==> src/rtl/dmarf_pkg.sv <==
package dmarf_pkg;
    localparam int BYTE_W = 8;
    localparam int REG_W  = 16;

    localparam logic [4:0] OFS_CTL_BASE = 5'h10;
    localparam logic [4:0] OFS_PRIO     = 5'h14;
    localparam logic [4:0] OFS_IEN      = 5'h15;
    localparam logic [4:0] OFS_CHAIN    = 5'h16;

    localparam logic [7:0] PRIO_MASK     = 8'h8F;
    localparam logic [7:0] UNMAPPED_DATA = 8'hFF;
    localparam logic [REG_W-1:0] REG_RESET = 16'hFFFF;

    typedef enum logic {
        IRQ_IDLE   = 1'b0,
        IRQ_ACTIVE = 1'b1
    } irq_state_e;
endpackage

==> src/rtl/dmarf_chan_bank.sv <==
module dmarf_chan_bank
    import dmarf_pkg::*;
#(
    parameter int NCH = 4
) (
    input  logic                 clk,
    input  logic                 rst_n,
    input  logic                 wr_en,
    input  logic [3:0]           ofs,
    input  logic [BYTE_W-1:0]    wdata,
    input  logic [NCH-1:0]       ld,
    input  logic [NCH*REG_W-1:0] ld_addr,
    input  logic [NCH*REG_W-1:0] ld_count,
    output logic [NCH*REG_W-1:0] addr_o,
    output logic [NCH*REG_W-1:0] count_o,
    output logic [BYTE_W-1:0]    rd_byte
);
    localparam int CH_W = $clog2(NCH);

    logic [REG_W-1:0] addr_arr  [NCH];
    logic [REG_W-1:0] count_arr [NCH];

    for (genvar c = 0; c < NCH; c++) begin : g_ch
        logic [REG_W-1:0] addr_q;
        logic [REG_W-1:0] count_q;
        logic             hit;

        assign hit = wr_en && (ofs[CH_W+1:2] == CH_W'(c));

        always_ff @(posedge clk) begin
            if (!rst_n) begin
                addr_q  <= REG_RESET;
                count_q <= REG_RESET;
            end else if (ld[c]) begin
                addr_q  <= ld_addr[c*REG_W +: REG_W];
                count_q <= ld_count[c*REG_W +: REG_W];
            end else if (hit) begin
                case (ofs[1:0])
                    2'd0: addr_q[15:8]  <= wdata;
                    2'd1: addr_q[7:0]   <= wdata;
                    2'd2: count_q[15:8] <= wdata;
                    default: count_q[7:0] <= wdata;
                endcase
            end
        end

        assign addr_o[c*REG_W +: REG_W]  = addr_q;
        assign count_o[c*REG_W +: REG_W] = count_q;
        assign addr_arr[c]  = addr_q;
        assign count_arr[c] = count_q;
    end

    logic [REG_W-1:0] sel_addr;
    logic [REG_W-1:0] sel_count;

    always_comb begin
        sel_addr  = addr_arr[ofs[CH_W+1:2]];
        sel_count = count_arr[ofs[CH_W+1:2]];
        case (ofs[1:0])
            2'd0: rd_byte = sel_addr[15:8];
            2'd1: rd_byte = sel_addr[7:0];
            2'd2: rd_byte = sel_count[15:8];
            default: rd_byte = sel_count[7:0];
        endcase
    end
endmodule

==> src/rtl/dmarf_ctl_bank.sv <==
module dmarf_ctl_bank
    import dmarf_pkg::*;
#(
    parameter int NCH = 4
) (
    input  logic                  clk,
    input  logic                  rst_n,
    input  logic [NCH-1:0]        wr_sel,
    input  logic [3:0]            wdata_lo,
    input  logic [NCH-1:0]        rd_clr,
    input  logic [NCH-1:0]        start,
    input  logic [NCH-1:0]        done,
    output logic [NCH*BYTE_W-1:0] ctl_o,
    output logic [NCH-1:0]        done_vec
);
    for (genvar c = 0; c < NCH; c++) begin : g_ch
        logic       done_q;
        logic       busy_q;
        logic [3:0] mode_q;

        always_ff @(posedge clk) begin
            if (!rst_n) begin
                done_q <= 1'b0;
                busy_q <= 1'b0;
                mode_q <= 4'h0;
            end else begin
                if (wr_sel[c]) mode_q <= wdata_lo;
                if (done[c]) begin
                    done_q <= 1'b1;
                    busy_q <= 1'b0;
                end else if (start[c]) begin
                    done_q <= 1'b0;
                    busy_q <= 1'b1;
                end else if (rd_clr[c]) begin
                    done_q <= 1'b0;
                end
            end
        end

        assign ctl_o[c*BYTE_W +: BYTE_W] = {done_q, busy_q, 2'b00, mode_q};
        assign done_vec[c] = done_q;
    end
endmodule

==> src/rtl/dmarf_irq_fsm.sv <==
module dmarf_irq_fsm
    import dmarf_pkg::*;
(
    input  logic clk,
    input  logic rst_n,
    input  logic req,
    output logic irq
);
    irq_state_e state_q;
    irq_state_e state_n;

    always_ff @(posedge clk) begin
        if (!rst_n) state_q <= IRQ_IDLE;
        else        state_q <= state_n;
    end

    always_comb begin
        state_n = state_q;
        unique case (state_q)
            IRQ_IDLE:   if (req)  state_n = IRQ_ACTIVE;
            IRQ_ACTIVE: if (!req) state_n = IRQ_IDLE;
        endcase
    end

    always_comb begin
        irq = (state_q == IRQ_ACTIVE);
    end
endmodule

==> src/rtl/dmarf_top.sv <==
module dmarf_top
    import dmarf_pkg::*;
#(
    parameter int NCH = 4
) (
    input  logic                  clk,
    input  logic                  rst_n,
    input  logic                  bus_en,
    input  logic                  bus_wr,
    input  logic [4:0]            bus_addr,
    input  logic [BYTE_W-1:0]     bus_wdata,
    output logic [BYTE_W-1:0]     bus_rdata,
    input  logic [NCH-1:0]        seq_start,
    input  logic [NCH-1:0]        seq_done,
    input  logic [NCH-1:0]        seq_load,
    input  logic [NCH*REG_W-1:0]  seq_addr,
    input  logic [NCH*REG_W-1:0]  seq_count,
    input  logic                  chain_done,
    output logic [NCH*REG_W-1:0]  ch_addr,
    output logic [NCH*REG_W-1:0]  ch_count,
    output logic [NCH*BYTE_W-1:0] ch_ctl,
    output logic [BYTE_W-1:0]     prio_out,
    output logic [3:0]            chain_cfg,
    output logic                  irq
);
    logic bus_write;
    logic bus_read;
    assign bus_write = bus_en && bus_wr;
    assign bus_read  = bus_en && !bus_wr;

    // per-channel address / count registers
    logic [BYTE_W-1:0] chan_rd;

    dmarf_chan_bank #(.NCH(NCH)) u_chan (
        .clk      (clk),
        .rst_n    (rst_n),
        .wr_en    (bus_write && !bus_addr[4]),
        .ofs      (bus_addr[3:0]),
        .wdata    (bus_wdata),
        .ld       (seq_load),
        .ld_addr  (seq_addr),
        .ld_count (seq_count),
        .addr_o   (ch_addr),
        .count_o  (ch_count),
        .rd_byte  (chan_rd)
    );

    // control bytes
    logic [NCH-1:0] ctl_wr;
    logic [NCH-1:0] ctl_rd;
    logic [NCH-1:0] done_vec;

    for (genvar c = 0; c < NCH; c++) begin : g_dec
        assign ctl_wr[c] = bus_write && (bus_addr == OFS_CTL_BASE + 5'(c));
        assign ctl_rd[c] = bus_read  && (bus_addr == OFS_CTL_BASE + 5'(c));
    end

    dmarf_ctl_bank #(.NCH(NCH)) u_ctl (
        .clk      (clk),
        .rst_n    (rst_n),
        .wr_sel   (ctl_wr),
        .wdata_lo (bus_wdata[3:0]),
        .rd_clr   (ctl_rd),
        .start    (seq_start),
        .done     (seq_done),
        .ctl_o    (ch_ctl),
        .done_vec (done_vec)
    );

    // global registers
    logic [BYTE_W-1:0] prio_q;
    logic [NCH-1:0]    ien_q;
    logic              int_flag_q;
    logic [3:0]        chain_q;
    logic              chain_flag_q;
    logic              irq_req;
    logic              ien_read;

    assign irq_req  = |(ien_q & done_vec);
    assign ien_read = bus_read && (bus_addr == OFS_IEN);

    always_ff @(posedge clk) begin
        if (!rst_n) begin
            prio_q       <= '0;
            ien_q        <= '0;
            int_flag_q   <= 1'b0;
            chain_q      <= '0;
            chain_flag_q <= 1'b0;
        end else begin
            if (bus_write && bus_addr == OFS_PRIO)  prio_q  <= bus_wdata & PRIO_MASK;
            if (bus_write && bus_addr == OFS_IEN)   ien_q   <= bus_wdata[NCH-1:0];
            if (bus_write && bus_addr == OFS_CHAIN) chain_q <= bus_wdata[3:0];

            if (irq_req)       int_flag_q <= 1'b1;
            else if (ien_read) int_flag_q <= 1'b0;

            if (chain_done)    chain_flag_q <= 1'b1;
            else if (ien_read) chain_flag_q <= 1'b0;
        end
    end

    assign prio_out  = prio_q;
    assign chain_cfg = chain_q;

    // read data
    always_comb begin
        bus_rdata = UNMAPPED_DATA;
        if (!bus_addr[4]) begin
            bus_rdata = chan_rd;
        end else if (bus_addr[4:2] == 3'b100) begin
            bus_rdata = ch_ctl[bus_addr[1:0]*BYTE_W +: BYTE_W];
        end else begin
            case (bus_addr)
                OFS_PRIO:  bus_rdata = prio_q;
                OFS_IEN:   bus_rdata = {int_flag_q, 3'b000, ien_q & NCH'(chain_flag_q)};
                OFS_CHAIN: bus_rdata = {4'h0, chain_q};
                default:   bus_rdata = UNMAPPED_DATA;
            endcase
        end
    end

    dmarf_irq_fsm u_irq (
        .clk   (clk),
        .rst_n (rst_n),
        .req   (irq_req),
        .irq   (irq)
    );
endmodule

==> config.mk <==
export PLATFORM = sky130hd
export DESIGN_NAME = dmarf_top
export DESIGN_NICKNAME = d
export VERILOG_FILES = /design/src/rtl/dmarf_pkg.sv /design/src/rtl/dmarf_chan_bank.sv /design/src/rtl/dmarf_ctl_bank.sv /design/src/rtl/dmarf_irq_fsm.sv /design/src/rtl/dmarf_top.sv
export SDC_FILE = /design/constraint.sdc
export NUM_CORES = 1
export LEC_CHECK = 0
export ABC_AREA = 1
export BUFFER_PORTS_ARGS = -buffer_cell sky130_fd_sc_hd__buf_2
export CORE_MARGIN = 2
export CORE_UTILIZATION = 35
export DETAILED_ROUTE_END_ITERATION = 10
export GPL_TIMING_DRIVEN = 0
export HOLD_SLACK_MARGIN = 0.15
export PLACE_DENSITY = 0.7
export SLEW_MARGIN = 20
export SYNTH_ARGS = -nofsm -noshare
export SYNTH_HDL_FRONTEND = slang
export SYNTH_SLANG_ARGS = --single-unit
==> constraint.sdc <==
create_clock -name clk -period 2.15 [get_ports clk]
set_input_delay 0.43 -clock clk [delete_from_list [all_inputs] [get_ports clk]]
set_output_delay 0.43 -clock clk [all_outputs]
set_load 0.03 [all_outputs]
==> results.json <==
{
  "rrSetupSlack_ns": 1.18,
  "period_share_pct": 99.4,
  "placedCellCount": 1930,
  "swShare_pct": 34.6,
  "p_switching_mw": 3.11,
  "hold_violations": 0,
  "numCtsBuffers": 17,
  "first_iter_violations": 1272,
  "seqCellArea_um2": 3380,
  "fp.dieW_um": 160,
  "startpoint_type": "primary input",
  "power_frac_clock_pct": 37.0,
  "wl_per_cell_um": 21.7,
  "avgSynthCellArea_um2": 6.71,
  "synthToLayoutAreaGrowth_pct": 41.0,
  "wl_um": 43100,
  "nFillCells": 2427,
  "yosysUniqueCellTypes": 28,
  "dieHeight_um": 160,
  "cap_violations": 0,
  "grt_pass1_vias": 10100,
  "holdBufCountCts": 0,
  "rsz0062_at_grt": "true",
  "cts-root-buf": "clkbuf_16",
  "end_kind": "output pin",
  "multi_input_area_um2": 4860,
  "internal_power_mw": 5.86,
  "skew_ns": 0.00340,
  "pin_count": 339,
  "rows": 57,
  "tns_ns": 0,
  "grt_pass1_wl_um": 62200,
  "crit_path_end": "bus_rdata[1]",
  "final_net_count": 1807,
  "p_leak_nw": 5.73,
  "status": "completed",
  "finalNonFillerCells": 1989,
  "crit_path_max_incr_delay_ns": 0.21,
  "crit_fanout": 10,
  "fmax_mhz": 468,
  "max_slew_margin_pct": 36.0,
  "dr.pass1.iters": 6,
  "cp.required_ns": 1.72,
  "setup_ws_ns": 0.0135,
  "cts.clk_slew.worst_paths_ns": 0.07,
  "clkLatencyLatePin_ns": 0.44,
  "h-tree-depth": 4,
  "worst_pin_slew_ns": 0.960,
  "peakVddDrop_v": 0.000377,
  "timing.rr.start": "u_ctl.g_ch[2].done_q",
  "yosysSeqAreaShare_pct": 39.4,
  "critPathSlowestCell": "nor2_2",
  "clockBufferDepth": 2,
  "hold_path.class": "primary input to flip-flop",
  "drcViolationCount": 0,
  "place_congestion": 1.04,
  "dieArea_um2": 25700,
  "cts_tree": "done",
  "grt_remaining_overflow": 0,
  "synth-seq-cells": 168,
  "clkSinkCount": 168,
  "cp_top_family": "simple AND/OR/NAND/NOR gates",
  "drive_gt1_share_pct": 32.5,
  "dp_slack_ns": -0.474,
  "grt_max_degree": 17,
  "synth_warnings": 0,
  "fp.coreArea_um2": 24200,
  "worst-path-buf-inv": 3,
  "dp.final_hpwl_um": 33200,
  "io_buffers": 322,
  "synthCells": 1274,
  "antenna_found_initial": 2,
  "start_util_pct": 35.3,
  "finalSetupViolations": 0,
  "synthesis.area_um2": 8540,
  "drtAntennaViolNets": 0,
  "post-route-min-period_ns": 2.14,
  "fin_area_um2": 12000,
  "holdWs_ns": 0.167,
  "p_seq_share_pct": 39.5,
  "r2r-end": "int_flag_q",
  "cp.depth": 10,
  "slew_violations": 0,
  "power_density_nw_per_um2": 745,
  "r2r_cells": 3,
  "startpoint": "bus_addr[2]",
  "dr_total_vias": 10900,
  "place_area_um2": 10600,
  "cp.arrival_ns": 1.71,
  "viasPerCell": 5.48,
  "path_cells": "buf_12, nor2_2, buf_6, nand2_1, nand3_1, nor2_1, nor2_2, o21ai_4, nand2_2, buf_6",
  "grt_usage_pct": 32.3,
  "crit_type": "primary input to output pin",
  "pwr-share-comb_pct": 23.6
}
-- layer usage --
layer | vias to the layer above | part of all wire (%) | global-route usage, %
li1 | 5011 | - | -
met2 | 784 | 43 | 50.0
met4 | 0 | 5.2 | 15.1
met1 | 4970 | 41 | 43.8
met5 | - | 0 | 0
met3 | 135 | 11 | 5.58
-- state kept, by name, indices dropped and copies added (netlist names) --
register	count
prio_out	5
u_chan.g_ch.count_q	64
u_ctl.g_ch.done_q	4
chain_flag_q	1
chain_cfg	4
ien_q	4
u_irq.irq	1
int_flag_q	1
u_ctl.g_ch.busy_q	4
u_chan.g_ch.addr_q	64
u_ctl.g_ch.mode_q	16
-- Yosys cell counts --
cell / number / area share (%)
a21oi_1: 148 / 8.7
a21oi_2: 3 / 0.31
a22o_1: 2 / 0.21
a22oi_1: 6 / 0.53
a31oi_1: 2 / 0.15
buf_1: 3 / 0.13
buf_2: 20 / 1.2
buf_4: 24 / 2.1
buf_6: 1 / 0.13
clkbuf_1: 37 / 1.6
clkinv_1: 3 / 0.13
conb_1: 1 / 0.044
dfxtp_1: 168 / 39
inv_1: 36 / 1.6
inv_2: 11 / 0.48
nand2_1: 482 / 21
nand2_2: 5 / 0.37
nand3_1: 30 / 1.8
nand3b_1: 3 / 0.26
nand4_1: 2 / 0.15
nor2_1: 104 / 4.6
nor2_2: 5 / 0.37
nor2_4: 2 / 0.26
nor2_8: 1 / 0.23
nor3_1: 5 / 0.29
nor3_2: 4 / 0.47
o211ai_1: 128 / 11
o21ai_0: 38 / 2.2
-- placed cells by master, fill, tap and decap left out, types with 8 or more instances in the layout --
master     synthesis  routed
a21oi_1          148     148
buf_2             20     316
buf_4             24      40
buf_6              1      20
clkbuf_1          37      35
clkbuf_16          0      22
conb_1             1      11
dfxtp_1          168     157
dfxtp_2            0      11
inv_1             36      36
nand2_1          482     429
nand2_2            5      56
nand3_1           30      26
nor2_1           104      97
nor2_4             2       8
o211ai_1         128     128
o21ai_0           38      31
-- metrics by stage --
step                      utilization, %  power [mW]
after floorplan                        -        4.67
after global placement              43.8        5.46
after detailed placement            43.8        5.46
after CTS                           47.6        8.79
after global routing                49.8        9.24
final                               49.8        8.97
-- what timing repair did --
action,in CTS,in global routing
cloned,0,5
setup endpoints to repair,8,8
gates resized for setup,75,114
pin swaps,10,26
buffers inserted,11,8
-- logic make-up (layout without fill, tap and decap cells) --
| kind of cell | count (synthesis) | count (layout) | synth area share (%) |
|---|---|---|---|
| DFF | 168 | 168 | 39.4 |
| and+or+nand+nor | 643 | 643 | 29.9 |
| buffers and inverters | 135 | 513 | 7.37 |
| AOI/OAI and AO/OA | 327 | 327 | 23.3 |
| other | 1 | 14 | 0.0439 |
-- power by group through the flow --
stage	clock [mW]	sequential, mW	combinational [mW]
2_1_floorplan	0	3.84	0.827
3_3_place_gp	0	3.60	1.85
3_5_place_dp	0	3.60	1.87
4_1_cts	3.30	3.53	1.95
5_1_grt	3.43	3.55	2.25
6_report	3.32	3.54	2.11
-- cell type report --
class,count,area share [%]
Inverter,50,1.71
Multi-Input combinational cell,981,40.3
Tap cell,324,3.37
Clock buffer,17,3.53
Sequential cell,168,28.0
Antenna cell,3,0.0623
Timing Repair Buffer,346,16.2
Clock inverter,15,1.60
Buffer,85,5.18
-- worst min path at each step --
stage,startpoint,endpoint,cells past startpoint
after detailed placement,ien_q[2],ien_q[2],2
after global placement,ien_q[3],ien_q[3],2
final,seq_done[1],u_ctl.g_ch[1].busy_q,2
after floorplan,int_flag_q,int_flag_q,2
after CTS,seq_done[1],u_ctl.g_ch[1].busy_q,2
after global routing,seq_done[2],u_ctl.g_ch[2].busy_q,2
No activity file was read; power rests on OpenSTA's default activity.
